--- config.mk ---
export PLATFORM = sky130hd
export DESIGN_NAME = seqdist_array
export DESIGN_NICKNAME = d
export VERILOG_FILES = /design/src/rtl/seqdist_pkg.sv /design/src/rtl/seqdist_src_store.sv /design/src/rtl/seqdist_return_chain.sv /design/src/rtl/seqdist_injector.sv /design/src/rtl/seqdist_cell.sv /design/src/rtl/seqdist_array.sv
export SDC_FILE = /design/constraint.sdc
export NUM_CORES = 2
export LEC_CHECK = 0
export BUFFER_PORTS_ARGS = -buffer_cell sky130_fd_sc_hd__buf_4
export CAP_MARGIN = 30
export CORE_ASPECT_RATIO = 1.75
export CORE_UTILIZATION = 50
export CTS_CLUSTER_SIZE = 20
export DETAILED_ROUTE_END_ITERATION = 10
export PLACE_DENSITY = 0.72
export SYNTH_ARGS = -nofsm -noshare
export SYNTH_HDL_FRONTEND = slang
export SYNTH_SLANG_ARGS = --single-unit
--- constraint.sdc ---
create_clock -name clk -period 8.79 [get_ports clk]
set_input_delay 0.4395 -clock clk [delete_from_list [all_inputs] [get_ports clk]]
set_output_delay 0.4395 -clock clk [all_outputs]
set_load 0.005 [all_outputs]
--- src/rtl/seqdist_pkg.sv ---
package seqdist_pkg;
   localparam int SYM_W = 2;
   typedef logic [SYM_W-1:0] sym_t;
endpackage

--- src/rtl/seqdist_src_store.sv ---
module seqdist_src_store
   import seqdist_pkg::*;
#(
   parameter int N = 16
) (
   input  logic                    clk,
   input  logic                    rst_n,
   input  logic                    wr_valid,
   input  sym_t                    wr_sym,
   input  logic                    wr_last,
   output logic [N-1:0][SYM_W-1:0] src_syms,
   output logic [N-1:0]            col_active
);
   localparam int LEN_W = $clog2(N + 1);
   localparam int IDX_W = (N > 1) ? $clog2(N) : 1;

   logic [N-1:0][SYM_W-1:0] syms_q;
   logic [LEN_W-1:0]        len_q;
   logic                    fresh_q;
   logic [IDX_W-1:0]        wr_idx;

   assign wr_idx = IDX_W'(len_q);

   always_ff @(posedge clk) begin
      if (!rst_n) begin
         syms_q  <= '0;
         len_q   <= '0;
         fresh_q <= 1'b1;
      end else if (wr_valid) begin
         if (fresh_q) begin
            syms_q[0] <= wr_sym;
            len_q     <= LEN_W'(1);
         end else if (len_q < LEN_W'(N)) begin
            syms_q[wr_idx] <= wr_sym;
            len_q          <= len_q + LEN_W'(1);
         end
         fresh_q <= wr_last;
      end
   end

   assign src_syms = syms_q;

   for (genvar k = 0; k < N; k++) begin : g_act
      assign col_active[k] = (len_q > LEN_W'(k));
   end
endmodule

--- src/rtl/seqdist_return_chain.sv ---
module seqdist_return_chain
   import seqdist_pkg::*;
#(
   parameter int N = 16
) (
   input  logic clk,
   input  logic rst_n,
   input  logic in_valid,
   input  logic in_last,
   input  sym_t in_sym,
   output logic out_valid,
   output logic out_last,
   output sym_t out_sym
);
   logic [N-1:0]            v_q;
   logic [N-1:0]            l_q;
   logic [N-1:0][SYM_W-1:0] s_q;

   always_ff @(posedge clk) begin
      if (!rst_n) begin
         v_q <= '0;
         l_q <= '0;
         s_q <= '0;
      end else begin
         for (int k = 0; k < N - 1; k++) begin
            v_q[k] <= v_q[k+1];
            l_q[k] <= l_q[k+1];
            s_q[k] <= s_q[k+1];
         end
         v_q[N-1] <= in_valid;
         l_q[N-1] <= in_last;
         s_q[N-1] <= in_sym;
      end
   end

   assign out_valid = v_q[0];
   assign out_last  = l_q[0];
   assign out_sym   = s_q[0];
endmodule

--- src/rtl/seqdist_injector.sv ---
module seqdist_injector
   import seqdist_pkg::*;
#(
   parameter int DIST_W = 16
) (
   input  logic              clk,
   input  logic              rst_n,
   input  logic              in_valid,
   input  logic              in_last,
   input  sym_t              in_sym,
   output logic              out_valid,
   output logic              out_first,
   output logic              out_last,
   output sym_t              out_sym,
   output logic [DIST_W-1:0] out_dist
);
   localparam logic [DIST_W-1:0] DMAX = '1;

   logic [DIST_W-1:0] row_q;
   logic              fresh_q;

   always_comb begin
      out_valid = in_valid;
      out_first = fresh_q;
      out_last  = in_last;
      out_sym   = in_sym;
      if (fresh_q)
         out_dist = DIST_W'(1);
      else if (row_q == DMAX)
         out_dist = DMAX;
      else
         out_dist = row_q + DIST_W'(1);
   end

   always_ff @(posedge clk) begin
      if (!rst_n) begin
         row_q   <= '0;
         fresh_q <= 1'b1;
      end else if (in_valid) begin
         row_q   <= out_dist;
         fresh_q <= in_last;
      end
   end
endmodule

--- src/rtl/seqdist_cell.sv ---
module seqdist_cell
   import seqdist_pkg::*;
#(
   parameter int COL    = 1,
   parameter int DIST_W = 16
) (
   input  logic              clk,
   input  logic              rst_n,
   input  logic              active,
   input  sym_t              src_sym,
   input  logic              in_valid,
   input  logic              in_first,
   input  logic              in_last,
   input  sym_t              in_sym,
   input  logic [DIST_W-1:0] in_dist,
   output logic              out_valid,
   output logic              out_first,
   output logic              out_last,
   output sym_t              out_sym,
   output logic [DIST_W-1:0] out_dist
);
   localparam logic [DIST_W-1:0] DMAX  = '1;
   localparam logic [DIST_W-1:0] UP0   = DIST_W'(COL);
   localparam logic [DIST_W-1:0] DIAG0 = DIST_W'(COL - 1);

   function automatic logic [DIST_W-1:0] sat_step(input logic [DIST_W-1:0] v, input logic inc);
      if (!inc || v == DMAX) return v;
      return v + DIST_W'(1);
   endfunction

   logic [DIST_W-1:0] up_q, diag_q;
   logic [DIST_W-1:0] up_e, diag_e;
   logic [DIST_W-1:0] via_left, via_up, via_diag, best;

   always_comb begin
      up_e     = in_first ? UP0 : up_q;
      diag_e   = in_first ? DIAG0 : diag_q;
      via_left = sat_step(in_dist, 1'b1);
      via_up   = sat_step(up_e, 1'b1);
      via_diag = sat_step(diag_e, in_sym != src_sym);
      best     = (via_left < via_up) ? via_left : via_up;
      if (via_diag < best) best = via_diag;
   end

   always_ff @(posedge clk) begin
      if (!rst_n) begin
         up_q      <= '0;
         diag_q    <= '0;
         out_valid <= 1'b0;
         out_first <= 1'b0;
         out_last  <= 1'b0;
         out_sym   <= '0;
         out_dist  <= '0;
      end else begin
         out_valid <= in_valid;
         if (in_valid) begin
            out_first <= in_first;
            out_last  <= in_last;
            out_sym   <= in_sym;
            out_dist  <= active ? best : in_dist;
            if (active) begin
               up_q   <= best;
               diag_q <= in_dist;
            end
         end
      end
   end
endmodule

--- src/rtl/seqdist_array.sv ---
module seqdist_array
   import seqdist_pkg::*;
#(
   parameter int N        = 16,
   parameter int DIST_W   = 16,
   parameter bit BIDIR_EN = 1'b1
) (
   input  logic              clk,
   input  logic              rst_n,
   input  logic              mode,
   input  logic              src_valid,
   input  logic [1:0]        src_sym,
   input  logic              src_last,
   input  logic              tgt_valid,
   input  logic [1:0]        tgt_sym,
   input  logic              tgt_last,
   output logic [DIST_W-1:0] dist_out,
   output logic              done
);
   if (N < 1 || DIST_W < 2 || DIST_W > 30 || (N + 1) >= (1 << DIST_W)) begin : g_bad_cfg
      $error("seqdist_array: N must be >= 1 and N+1 below the distance ceiling");
   end

   logic [N-1:0][SYM_W-1:0]  src_syms;
   logic [N-1:0]             col_active;
   logic                     ent_valid, ent_last;
   sym_t                     ent_sym;
   logic [N:0]               tok_valid, tok_first, tok_last;
   logic [N:0][SYM_W-1:0]    tok_sym;
   logic [N:0][DIST_W-1:0]   tok_dist;
   logic [DIST_W-1:0]        dist_q;
   logic                     done_q;

   seqdist_src_store #(.N(N)) u_store (
      .clk(clk), .rst_n(rst_n),
      .wr_valid(src_valid), .wr_sym(src_sym), .wr_last(src_last),
      .src_syms(src_syms), .col_active(col_active)
   );

   if (BIDIR_EN) begin : g_bidir
      logic rc_valid, rc_last;
      sym_t rc_sym;
      seqdist_return_chain #(.N(N)) u_chain (
         .clk(clk), .rst_n(rst_n),
         .in_valid(tgt_valid & mode), .in_last(tgt_last), .in_sym(tgt_sym),
         .out_valid(rc_valid), .out_last(rc_last), .out_sym(rc_sym)
      );
      assign ent_valid = mode ? rc_valid : tgt_valid;
      assign ent_last  = mode ? rc_last  : tgt_last;
      assign ent_sym   = mode ? rc_sym   : tgt_sym;
   end else begin : g_uni
      logic unused_mode;
      assign unused_mode = mode;
      assign ent_valid   = tgt_valid;
      assign ent_last    = tgt_last;
      assign ent_sym     = tgt_sym;
   end

   seqdist_injector #(.DIST_W(DIST_W)) u_inj (
      .clk(clk), .rst_n(rst_n),
      .in_valid(ent_valid), .in_last(ent_last), .in_sym(ent_sym),
      .out_valid(tok_valid[0]), .out_first(tok_first[0]), .out_last(tok_last[0]),
      .out_sym(tok_sym[0]), .out_dist(tok_dist[0])
   );

   for (genvar k = 0; k < N; k++) begin : g_cell
      seqdist_cell #(.COL(k + 1), .DIST_W(DIST_W)) u_cell (
         .clk(clk), .rst_n(rst_n),
         .active(col_active[k]), .src_sym(src_syms[k]),
         .in_valid(tok_valid[k]), .in_first(tok_first[k]), .in_last(tok_last[k]),
         .in_sym(tok_sym[k]), .in_dist(tok_dist[k]),
         .out_valid(tok_valid[k+1]), .out_first(tok_first[k+1]), .out_last(tok_last[k+1]),
         .out_sym(tok_sym[k+1]), .out_dist(tok_dist[k+1])
      );
   end

   logic unused_tail;
   assign unused_tail = ^{tok_first[N], tok_sym[N]};

   always_ff @(posedge clk) begin
      if (!rst_n) begin
         done_q <= 1'b0;
         dist_q <= '0;
      end else begin
         done_q <= tok_valid[N] & tok_last[N];
         if (tok_valid[N] & tok_last[N]) dist_q <= tok_dist[N];
      end
   end

   assign done     = done_q;
   assign dist_out = dist_q;
endmodule

==> out/results.tsv <==
metric	value	unit
run status	finished, final reports clean	
row count	184	
Pre-antenna DRT Iters	6	
final hold vios	0	
WL per Instance	22.60	um
Area Growth Syn to Fin	7.617	%
setup violators final	0	
Placer Congestion	1.021	
CP Max Fanout	22	
CP Data Arrival Time	8.84	ns
Async SR Flop Fraction	0	%
Slew HR	24.80	%
global-route wire length before repair	384.6	mm
Net Count, Synth	10000	
Max rail drop VDD	0.1603	mV
cts bufs inserted	99	
Min Hold Slack	0.03846	ns
total wire length	252.7	mm
CORE AREA	143700	um2
minimum clock period	8.257	ns
vias after detailed routing	69360	
CP endpoint kind	flip-flop	
Max-Cap Viols	0	
DP Area	74320	um2
ratio of cells with drive above 1 in the final layout	7.328	%
DRT antenna net count	0	
P_leak	30.93	nW
top_reg_cell synth	dfxtp_1	
f_max	0.1211	GHz
critical path class	flip-flop to flip-flop	
synth warn	0	
DRC Markers	0	
Clock transition at path regs	0.07	ns
Iteration-0 DRC Markers	4136	
initial core utilization	50.36	%
Pwr per Cell Area	124.7	nW/um2
Die ar.	146300	um2
GRT Total Usage	33.68	%
Multi-input gate area	49150	um2
Port Buffer Count	27	
most frequent cells in the layout	nand2_1 (1249), dfxtp_1 (980), a21oi_1 (731)	
Cell variety after synth	101	
FF+latch area	19640	um2
CTS root buf	clkbuf_16	
fin area	77860	um2
fill count	13870	
slew at the pin closest to its max-slew limit	1.128	ns
post-CTS setup buffer count	0	
data required time at the worst endpoint	9.38	ns
Congestion Overflow GR	0	
later-pin clock latency in the skew report	0.75	ns
CTS H-tree lvls	3	
CP dominant cell by count	a21o_1	
die span in y	505.2	um
Final Cycle Share	93.94	%
fin nets	9785	
io pins	28	
Final Max Tran Viols	0	
Slowest Stage Delay on Critical Path	0.71	ns
vias in the first global route	68560	
DPL Wire Length	193.4	mm
register area share after synthesis	27.15	%
worst min path class	input pin to flip-flop	
synthesized area	72350	um2
Slowest cell on crit path	nor4_1	
syn avg cell area	7.652	um2
Power Total	9.705	mW
CTS tree	yes	
Clock Sinks	981	
most common cell after layout, fill and taps aside	nand2_1	
clk_skew	0.02951	ns
drt via density	6.204	
R2R Setup Slk	0.53	ns
Die Wd	289.5	um
initial antenna violation count	3	
number of enable flip-flop cells after synthesis	0	
startpoint class of the critical path	flip-flop	
flops & latches, synth	981	
TNS Setup	0	ns
clock buffer depth	3	
synthesized instance count	9455	
largest net degree at the start of global routing	134	
==> per-layer routing <==
metal / GRT usage [%] / part of all wire, % / vias to the layer above
met5: 0 / 0.0099 / -
met2: 61.23 / 51 / 2428
li1: - / - / 32970
met1: 32.19 / 34 / 32850
met3: 4.431 / 4.7 / 1115
met4: 31.49 / 11 / 4
==> repair_timing <==
action                                  CTS  global route
endpoints found under the hold margin     5             0
endpoints found under the setup margin    0            13
gates resized for setup                   0             2
hold buffers                              5             0
==> stage by stage <==
step                cells  utilization (%)  setup WS [ns]
floorplan            9455                -          1.104
global placement    10990            51.67         0.5940
detailed placement  10990            51.73         0.5956
CTS                 11180            54.18         0.5674
global route        11180            54.20       -0.04883
finish              11180            54.20         0.5330
==> path summary, 6_finish.rpt <==
kind | startpoint | depth (start not counted) | to
hold reg to reg | g_bidir.u_chain.s_q[24]$_SDFF_PN0_ | 1 | g_bidir.u_chain.s_q[22]$_SDFF_PN0_
setup reg to reg | g_cell[7].u_cell.out_first$_SDFFE_PN0P_ | 28 | g_cell[8].u_cell.out_dist[11]$_SDFFE_PN0P_
hold / removal | mode | 2 | g_bidir.u_chain.v_q[15]$_SDFF_PN0_
setup / recovery | g_cell[7].u_cell.out_first$_SDFFE_PN0P_ | 28 | g_cell[8].u_cell.out_dist[11]$_SDFFE_PN0P_
==> synthesized netlist by cell type, types with 16 or more instances <==
library cell     n  share of area [%]
nand2_1       1249                6.5
dfxtp_1        981                 27
a21oi_1        733                5.1
nor2_1         723                3.8
ha_1           534                9.2
clkbuf_1       465                2.4
mux2i_1        450                6.2
o21ai_0        448                3.1
inv_1          435                2.3
nand3_1        399                2.8
xnor2_1        313                3.8
xor2_1         279                3.4
nand4_1        259                2.2
nor2b_1        171                1.5
a21o_1         162                1.7
mux2_2         154                2.4
nor3_1         150                1.0
and2_1         148                1.3
nand2b_1       124                1.1
and3_1         111               0.96
or2_2           94               0.81
a211oi_1        91               0.94
o21a_1          83               0.86
o22ai_1         82               0.71
and4_1          63               0.76
or3_1           61               0.53
nor4_1          58               0.50
a31oi_1         55               0.48
nor3b_1         49               0.51
o211ai_1        39               0.40
o221ai_1        33               0.40
o311ai_0        31               0.38
buf_1           29               0.15
o31ai_1         28               0.29
buf_2           21               0.15
a211o_1         19               0.23
nand3b_1        19               0.20
nand4b_1        18               0.22
o21ai_1         18               0.12
o2111ai_1       16               0.19
==> state kept, by name (all words and copies together), names as in the netlist <==
name / cells
u_inj.out_first: 1
dist_out: 16
g_cell.u_cell.up_q: 256
u_store.fresh_q: 1
g_cell.u_cell.diag_q: 256
g_cell.u_cell.out_dist: 256
u_store.src_syms: 32
g_bidir.u_chain.l_q: 16
g_bidir.u_chain.v_q: 16
u_inj.row_q: 16
done: 1
g_cell.u_cell.out_valid: 16
u_store.len_q: 5
g_cell.u_cell.out_sym: 30
g_bidir.u_chain.s_q: 30
g_cell.u_cell.out_last: 16
g_cell.u_cell.out_first: 15
g_bidir.u_chain.out_sym: 2
==> report_power, final <==
group | internal (mW) | leakage (nW) | total, mW | switching (mW)
clock | 2.65 | 1.69 | 4.63 | 1.98
sequential | 4.46 | 7.91 | 4.51 | 0.0444
combinational | 0.185 | 21.3 | 0.571 | 0.386
total | 7.30 | 30.9 | 9.71 | 2.41
==> cell families (layout without fill, tap and decap cells) <==
family	Yosys count	after routing	share of synthesized area, %
AO/OA/AOI/OAI	2016	2016	17.18
XOR/XNOR	593	593	7.189
adder cells (fa/ha/maj)	534	534	9.235
buffers and inverters	958	823	5.055
flip-flops	981	981	27.15
multiplexers	607	607	8.670
other	0	1	0
AND/OR/NAND/NOR	3766	3766	25.53
==> area by class of cell <==
| class | instances | share of cell area, % |
|---|---|---|
| sequential | 981 | 25.23 |
| inverter | 436 | 2.112 |
| clock buffer | 127 | 3.497 |
| multi-input combinational | 7516 | 63.12 |
| timing repair buffer | 206 | 2.091 |
| antenna | 1 | 0.003214 |
| clock inverter | 54 | 0.9594 |
| tap | 1860 | 2.989 |
==> worst max-delay path: cells and delay by family, from the launching register on <==
kind / cells / cell delay [ns]
compound gates: 15 / 3.51
xor+xnor: 1 / 0.14
fa+ha+maj: 2 / 0.59
buf+inv: 3 / 0.73
flops: 1 / 0.55
mux: 1 / 0.56
simple gates: 6 / 2.02
Power figures use the tool's default switching activity.
